### src/rtl/tmr_pkg.sv
// Shared constants and helpers for the timer register front end.
// Assumes a byte-wide bus and three channels.
package tmr_pkg;
    localparam int NCH = 3;

    // Byte-order field codes; 0 doubles as "no snapshot pending".
    localparam logic [1:0] ORD_NONE = 2'd0;
    localparam logic [1:0] ORD_LO   = 2'd1;
    localparam logic [1:0] ORD_HI   = 2'd2;
    localparam logic [1:0] ORD_WORD = 2'd3;

    // Fold the two alias mode codes onto their base modes.
    function automatic logic [2:0] fold_mode(input logic [2:0] m);
        return (m > 3'd5) ? (m - 3'd4) : m;
    endfunction
endpackage

### src/rtl/tmr_cmd_decode.sv
// Control-byte decoder: turns a write to the control port into per-channel
// program, count-latch and status-latch strobes. Purely combinational.
// Assumes at most one bus operation per cycle.
module tmr_cmd_decode
    import tmr_pkg::*;
#(
    parameter int BYTE_W = 8
) (
    input  logic              ctl_wr,
    input  logic [BYTE_W-1:0] cbyte,
    output logic [NCH-1:0]    prog_stb,
    output logic [NCH-1:0]    cnt_latch_stb,
    output logic [NCH-1:0]    sts_latch_stb
);
    logic [1:0] sel;
    logic [1:0] ord;
    logic       is_rb;

    // Field extraction from the control byte.
    always_comb begin
        sel   = cbyte[7:6];
        ord   = cbyte[5:4];
        is_rb = (sel == 2'd3);
    end

    genvar ch;
    generate
        for (ch = 0; ch < NCH; ch++) begin : g_ch
            logic hit;
            logic rb_hit;
            // Per-channel strobe generation.
            always_comb begin
                hit               = ctl_wr && !is_rb && (sel == 2'(ch));
                rb_hit            = ctl_wr && is_rb && cbyte[ch+1];
                prog_stb[ch]      = hit && (ord != ORD_NONE);
                cnt_latch_stb[ch] = (hit && (ord == ORD_NONE)) || (rb_hit && !cbyte[5]);
                sts_latch_stb[ch] = rb_hit && !cbyte[4];
            end
        end
    endgenerate
endmodule

### src/rtl/tmr_chan_regs.sv
// Per-channel register set: mode, byte order, BCD flag, write and read byte
// sequencers, count and status snapshots, and the load strobe to the counter.
// Assumes program, latch and data strobes for one channel never coincide
// except the two latch strobes of a read-back command.
module tmr_chan_regs
    import tmr_pkg::*;
#(
    parameter int BYTE_W = 8,
    localparam int CNT_W = 2 * BYTE_W
) (
    input  logic              clk,
    input  logic              rst_n,
    input  logic              prog_stb,
    input  logic [1:0]        prog_ord,
    input  logic [2:0]        prog_mode,
    input  logic              prog_bcd,
    input  logic              cnt_latch_stb,
    input  logic              sts_latch_stb,
    input  logic              wr_stb,
    input  logic              rd_stb,
    input  logic [BYTE_W-1:0] wbyte,
    input  logic [CNT_W-1:0]  live,
    input  logic              out_lvl,
    output logic [BYTE_W-1:0] rbyte,
    output logic [2:0]        mode,
    output logic              bcd,
    output logic              load_pulse,
    output logic [CNT_W-1:0]  load_val
);
    logic [1:0]        ord;
    logic              wr_hi;
    logic              rd_hi;
    logic [BYTE_W-1:0] hold;
    logic [1:0]        snap_ord;
    logic [CNT_W-1:0]  snap;
    logic              sts_pend;
    logic [BYTE_W-1:0] sts;

    // Register update: programming, latching, write sequencing, read side effects.
    always_ff @(posedge clk) begin
        if (!rst_n) begin
            ord        <= ORD_LO;
            mode       <= 3'd0;
            bcd        <= 1'b0;
            wr_hi      <= 1'b0;
            rd_hi      <= 1'b0;
            hold       <= '0;
            snap_ord   <= ORD_NONE;
            snap       <= '0;
            sts_pend   <= 1'b0;
            sts        <= '0;
            load_val   <= '0;
            load_pulse <= 1'b1;
        end else begin
            load_pulse <= 1'b0;
            if (prog_stb) begin
                ord   <= prog_ord;
                mode  <= fold_mode(prog_mode);
                bcd   <= prog_bcd;
                wr_hi <= 1'b0;
                rd_hi <= 1'b0;
            end
            if (cnt_latch_stb && (snap_ord == ORD_NONE)) begin
                snap     <= live;
                snap_ord <= ord;
            end
            if (sts_latch_stb && !sts_pend) begin
                sts      <= {out_lvl, 1'b0, ord, mode, bcd};
                sts_pend <= 1'b1;
            end
            if (wr_stb) begin
                case (ord)
                    ORD_LO: begin
                        load_val   <= {{BYTE_W{1'b0}}, wbyte};
                        load_pulse <= 1'b1;
                    end
                    ORD_HI: begin
                        load_val   <= {wbyte, {BYTE_W{1'b0}}};
                        load_pulse <= 1'b1;
                    end
                    ORD_WORD: begin
                        if (!wr_hi) begin
                            hold  <= wbyte;
                            wr_hi <= 1'b1;
                        end else begin
                            load_val   <= {wbyte, hold};
                            load_pulse <= 1'b1;
                            wr_hi      <= 1'b0;
                        end
                    end
                    default: ;
                endcase
            end
            if (rd_stb) begin
                if (sts_pend) begin
                    sts_pend <= 1'b0;
                end else if (snap_ord != ORD_NONE) begin
                    snap_ord <= (snap_ord == ORD_WORD) ? ORD_HI : ORD_NONE;
                end else if (ord == ORD_WORD) begin
                    rd_hi <= ~rd_hi;
                end
            end
        end
    end

    // Read byte selection by priority: status, snapshot, live count.
    always_comb begin
        if (sts_pend) begin
            rbyte = sts;
        end else if (snap_ord != ORD_NONE) begin
            rbyte = (snap_ord == ORD_HI) ? snap[CNT_W-1:BYTE_W] : snap[BYTE_W-1:0];
        end else begin
            case (ord)
                ORD_HI:   rbyte = live[CNT_W-1:BYTE_W];
                ORD_WORD: rbyte = rd_hi ? live[CNT_W-1:BYTE_W] : live[BYTE_W-1:0];
                default:  rbyte = live[BYTE_W-1:0];
            endcase
        end
    end
endmodule

### src/rtl/tmr_aux_port.sv
// Auxiliary port: holds channel 2's gate and the speaker flag, runs the
// free-running refresh toggle and assembles the auxiliary read byte.
// Assumes BYTE_W of at least 6.
module tmr_aux_port #(
    parameter int BYTE_W       = 8,
    parameter int REFRESH_LOG2 = 14
) (
    input  logic              clk,
    input  logic              rst_n,
    input  logic              aux_wr,
    input  logic [1:0]        aux_wdata,
    input  logic              out2,
    output logic              gate2,
    output logic              spk_en,
    output logic [BYTE_W-1:0] aux_rdata
);
    logic [REFRESH_LOG2:0] ref_cnt;

    // Gate and speaker flag register.
    always_ff @(posedge clk) begin
        if (!rst_n) begin
            gate2  <= 1'b0;
            spk_en <= 1'b0;
        end else if (aux_wr) begin
            gate2  <= aux_wdata[0];
            spk_en <= aux_wdata[1];
        end
    end

    // Free-running refresh counter; its top bit is the toggle.
    always_ff @(posedge clk) begin
        if (!rst_n) ref_cnt <= '0;
        else        ref_cnt <= ref_cnt + 1'b1;
    end

    // Auxiliary read byte assembly.
    always_comb begin
        aux_rdata = BYTE_W'({2'b00, out2, ref_cnt[REFRESH_LOG2], 2'b00, spk_en, gate2});
    end
endmodule

### src/rtl/timer_bus_front.sv
// Top of the timer register front end: address decode, three channel
// register sets, the auxiliary port and the read-data multiplexer.
// Assumes wr_en and rd_en are never high in the same cycle.
module timer_bus_front
    import tmr_pkg::*;
#(
    parameter int BYTE_W       = 8,
    parameter int REFRESH_LOG2 = 14,
    localparam int CNT_W       = 2 * BYTE_W
) (
    input  logic                  clk,
    input  logic                  rst_n,
    input  logic                  wr_en,
    input  logic                  rd_en,
    input  logic [1:0]            addr,
    input  logic [BYTE_W-1:0]     wdata,
    output logic [BYTE_W-1:0]     rdata,
    input  logic [NCH*CNT_W-1:0]  live_count,
    input  logic [NCH-1:0]        chan_out,
    output logic [NCH-1:0]        load_pulse,
    output logic [NCH*CNT_W-1:0]  load_val,
    output logic [NCH*3-1:0]      chan_mode,
    output logic [NCH-1:0]        chan_bcd,
    output logic [NCH-1:0]        gate,
    input  logic                  aux_wr,
    input  logic [1:0]            aux_wdata,
    output logic [BYTE_W-1:0]     aux_rdata,
    output logic                  spk_en
);
    logic              ctl_wr;
    logic [NCH-1:0]    prog_stb;
    logic [NCH-1:0]    cnt_latch_stb;
    logic [NCH-1:0]    sts_latch_stb;
    logic [BYTE_W-1:0] rbyte [NCH];
    logic              gate2;

    // Control port write detection.
    always_comb ctl_wr = wr_en && (addr == 2'd3);

    tmr_cmd_decode #(.BYTE_W(BYTE_W)) u_dec (
        .ctl_wr        (ctl_wr),
        .cbyte         (wdata),
        .prog_stb      (prog_stb),
        .cnt_latch_stb (cnt_latch_stb),
        .sts_latch_stb (sts_latch_stb)
    );

    genvar ch;
    generate
        for (ch = 0; ch < NCH; ch++) begin : g_chan
            logic wr_hit;
            logic rd_hit;
            // Data port hit for this channel.
            always_comb begin
                wr_hit = wr_en && (addr == 2'(ch));
                rd_hit = rd_en && (addr == 2'(ch));
            end
            tmr_chan_regs #(.BYTE_W(BYTE_W)) u_chan (
                .clk           (clk),
                .rst_n         (rst_n),
                .prog_stb      (prog_stb[ch]),
                .prog_ord      (wdata[5:4]),
                .prog_mode     (wdata[3:1]),
                .prog_bcd      (wdata[0]),
                .cnt_latch_stb (cnt_latch_stb[ch]),
                .sts_latch_stb (sts_latch_stb[ch]),
                .wr_stb        (wr_hit),
                .rd_stb        (rd_hit),
                .wbyte         (wdata),
                .live          (live_count[ch*CNT_W +: CNT_W]),
                .out_lvl       (chan_out[ch]),
                .rbyte         (rbyte[ch]),
                .mode          (chan_mode[ch*3 +: 3]),
                .bcd           (chan_bcd[ch]),
                .load_pulse    (load_pulse[ch]),
                .load_val      (load_val[ch*CNT_W +: CNT_W])
            );
        end
    endgenerate

    tmr_aux_port #(.BYTE_W(BYTE_W), .REFRESH_LOG2(REFRESH_LOG2)) u_aux (
        .clk       (clk),
        .rst_n     (rst_n),
        .aux_wr    (aux_wr),
        .aux_wdata (aux_wdata),
        .out2      (chan_out[2]),
        .gate2     (gate2),
        .spk_en    (spk_en),
        .aux_rdata (aux_rdata)
    );

    // Gate outputs: channels 0 and 1 tied high, channel 2 from the auxiliary port.
    always_comb gate = {gate2, 2'b11};

    // Read data multiplexer; the control port reads as zero.
    always_comb begin
        case (addr)
            2'd0:    rdata = rbyte[0];
            2'd1:    rdata = rbyte[1];
            2'd2:    rdata = rbyte[2];
            default: rdata = '0;
        endcase
    end
endmodule

### config.mk
export PLATFORM = sky130hd
export DESIGN_NAME = timer_bus_front
export DESIGN_NICKNAME = d
export VERILOG_FILES = /design/src/rtl/tmr_pkg.sv /design/src/rtl/tmr_cmd_decode.sv /design/src/rtl/tmr_chan_regs.sv /design/src/rtl/tmr_aux_port.sv /design/src/rtl/timer_bus_front.sv
export SDC_FILE = /design/constraint.sdc
export NUM_CORES = 1
export LEC_CHECK = 0
export ABC_AREA = 0
export CORE_MARGIN = 5
export CORE_UTILIZATION = 25
export CTS_CLUSTER_DIAMETER = 150
export DETAILED_ROUTE_END_ITERATION = 10
export DONT_BUFFER_PORTS = 1
export PLACE_DENSITY_LB_ADDON = 0.2
export SLEW_MARGIN = 20
export SYNTH_ARGS = -nofsm -noshare
export SYNTH_HDL_FRONTEND = slang
export SYNTH_SLANG_ARGS = --single-unit
### constraint.sdc
create_clock -name clk -period 2.7 [get_ports clk]
set_input_delay 0.54 -clock clk [delete_from_list [all_inputs] [get_ports clk]]
set_output_delay 0.54 -clock clk [all_outputs]
set_load 0.02 [all_outputs]
==> results.py <==
metrics = {
    "critical_path": {
        "cp-end-kind": "primary output",
        "critPathLaunchType": "register",
        "critPathRequiredTime_ps": 2160,
        "critPathArrivalTime_ps": 2180,
        "critPathLaunch": "g_chan[2].u_chan.ord[0]",
        "crit_fanout": 7,
        "r2r_cells": 7,
        "r2r_start": "g_chan[1].u_chan.ord[0]",
        "path_class": "reg2out",
    },
    "layout": {
        "final_cell_mix": "dfxtp_1, nor2_1, nand2_1, a21oi_1, mux2i_1",
        "multi_input_area_um2": 4810,
        "final_cell_count_no_fill": 1530,
        "syn_to_final_growth_pct": 17.4,
        "stdcell_area_um2": 10500,
        "drive_above_1_share": 0.150,
        "final_net_count": 1136,
        "finish.utilization": 0.296,
        "seqCellArea_um2": 3900,
        "insertedDiodeCount": 0,
        "nFillCells": 3737,
        "mostFrequentLayoutCell": "dfxtp_1",
    },
    "run_status": {
        "outcome": "finished, violations left",
        "violations": "setup timing",
    },
    "floorplan": {
        "die_area_um2": 39500,
        "coreArea_um2": 35400,
        "die_x_um": 199,
        "row_count": 69,
        "ios": 151,
        "die_h_um": 199,
        "start_util": 0.252,
    },
    "global_route": {
        "grt_max_degree": 78,
        "track_usage": 0.152,
        "grt_remaining_overflow": 0,
        "antenna_found_initial": 0,
        "grt_pass1_wl_um": 45900,
        "grt_pass1_vias": 7248,
    },
    "power": {
        "ir_drop_mv": 0.353,
        "combPwrFrac": 0.055,
        "total_power_mw": 5.95,
        "power.density_nw_per_um2": 568,
        "p_sw_frac": 0.266,
        "p_leak_nw": 3.51,
        "pwr-share-seq": 0.497,
        "p_switching_mw": 1.58,
        "p_clk_frac": 0.447,
        "intPower_mw": 4.37,
    },
    "detailed_routing": {
        "ant_nets": 0,
        "dr.pass1.iters": 5,
        "vias_per_cell": 4.84,
        "avgRoutedWirePerCell_um": 19.9,
        "num_vias": 7399,
        "drcViolationCount": 0,
        "routed_wl_um": 30400,
        "drt_iter0_drc": 502,
    },
    "synth": {
        "yosysWarnings": 0,
        "syn_avg_cell_area_um2": 8.26,
        "ys.flop_type": "dfxtp_1",
        "syn_inst": 1080,
        "synth_edf_count": 0,
        "async_flop_share": 0,
        "synth-seq-cells": 194,
        "syn_area_um2": 8920,
        "synth_seq_area_share": 0.436,
        "synth_cell_types": 53,
    },
    "placed_design": {
        "dp_hpwl_um": 21300,
        "port_buffers": 0,
        "place.gp.congestion": 0.782,
        "dpl-instance-area_um2": 9400,
        "post-place-ws_ps": 12.8,
        "dp.cells": 1489,
    },
    "timing": {
        "maxSlewHeadroom": 0.446,
        "fin_tns_setup_ps": -44.7,
        "finalClockSkew_ps": 13.9,
        "max_freq_ghz": 0.368,
        "fin_crit_sh": 1.01,
        "finalCriticalPeriod_ps": 2720,
        "finalWorstSetupSlack_ps": -16.0,
        "hold_viol": 0,
        "drv_slew": 0,
        "rsz0062_at_grt": "yes",
        "tightest_slew_ps": 830,
        "worst_hold_slack_ps": 177,
        "setup_viol": 3,
    },
    "cts": {
        "htree_levels": 4,
        "clkSlewWorstSetupHoldPaths_ps": 80,
        "clkSinkCount": 194,
        "cts_buffers": 17,
        "cts-root-buf": "clkbuf_16",
        "insertion_delay_ps": 450,
        "cts_tree": "built",
        "cts_buffer_depth": 2,
    },
    "min_path": {
        "hp-start": "rst_n",
        "hold_class": "in2reg",
        "hold_depth": 1,
    },
    "run": {
        "cap_violations": 0,
    },
}
[cell usage after synthesis (12+ instances only)]
| cell | instances | area [um2] |
|---|---|---|
| dfxtp_1 | 194 | 3880 |
| buf_4 | 25 | 188 |
| inv_1 | 27 | 101 |
| a311oi_1 | 16 | 140 |
| a21oi_1 | 108 | 541 |
| nand3_1 | 58 | 290 |
| mux2i_1 | 80 | 801 |
| o21ai_0 | 39 | 195 |
| nor3_1 | 26 | 130 |
| a221oi_1 | 20 | 175 |
| buf_2 | 13 | 65.1 |
| nor2_1 | 146 | 548 |
| ha_1 | 12 | 150 |
| clkbuf_1 | 57 | 214 |
| nor2b_1 | 12 | 75.1 |
| nor3b_1 | 14 | 105 |
| nand2_1 | 110 | 413 |
[per-layer routing]
| layer | share of wire | track usage | up-vias |
|---|---|---|---|
| met5 | 0 | 0 | - |
| met4 | 0.016 | 0.0385 | 0 |
| met3 | 0.059 | 0.0474 | 25 |
| met2 | 0.48 | 0.253 | 129 |
| met1 | 0.44 | 0.191 | 3548 |
| li1 | - | - | 3697 |
[cell type report]
type,instances,share of cell area
Clock buffer,17,0.0406
Clock inverter,15,0.0182
Inverter,28,0.0111
Multi-Input combinational cell,760,0.459
Sequential cell,194,0.373
Tap cell,461,0.0551
Timing Repair Buffer,55,0.0433
[worst max-delay path, cell delays in order (launching register included)]
cell and delay, ps:
dfxtp_4 390, inv_4 50, ha_4 150, buf_4 140, a21o_4 240, a221oi_2 250, nor3_1 120, or3_4 400
[power by group through the flow]
stage	combinational (mW)	clock (mW)	sequential, mW
2_1_floorplan	0.282	0	3.01
4_1_cts	0.323	2.77	2.96
5_1_grt	0.362	2.87	2.97
3_3_place_gp	0.297	0	3.03
6_report	0.328	2.66	2.96
3_5_place_dp	0.299	0	3.03
[what timing repair did]
| action | 4_1_cts | 5_1_grt |
|---|---|---|
| setup buffers | 7 | 2 |
| pin swaps | 13 | 13 |
| hold buffers | 0 | 0 |
| gates cloned | 0 | 0 |
| gates resized for setup | 61 | 18 |
| endpoints found under the setup margin | 8 | 8 |
[registers in the layout (all words and copies together), names as in the netlist, 3 cells and up]
| register | cells |
|---|---|
| g_chan.u_chan.snap | 48 |
| g_chan.u_chan.ord | 6 |
| g_chan.u_chan.snap_ord | 6 |
| g_chan.u_chan.sts | 21 |
| g_chan.u_chan.mode | 9 |
| g_chan.u_chan.sts_pend | 3 |
| g_chan.u_chan.load_pulse | 3 |
| g_chan.u_chan.hold | 24 |
| g_chan.u_chan.bcd | 3 |
| g_chan.u_chan.rd_hi | 3 |
| g_chan.u_chan.wr_hi | 3 |
| u_aux.ref_cnt | 15 |
| g_chan.u_chan.load_val | 48 |
[cell families (layout without fill, tap and decap cells)]
logic type                 Yosys count  after routing  share of synthesized area
muxes                               83             83                     0.0936
buffers and inverters              130            115                     0.0672
AOI/OAI and AO/OA                  237            237                      0.164
other                                2              6                   0.000842
and+or+nand+nor                    411            411                      0.211
DFF                                194            194                      0.436
adders and majority gates           12             12                     0.0168
xor gates and xnor gates            11             11                     0.0108
[final timing paths]
kind	to	slack [ps]
setup / recovery	rdata[4]	-20
hold / removal	g_chan[2].u_chan.ord[0]	180
setup reg to reg	g_chan[1].u_chan.load_val[7]	560
hold reg to reg	u_aux.ref_cnt[0]	450
No activity file was read; power rests on OpenSTA's default activity.
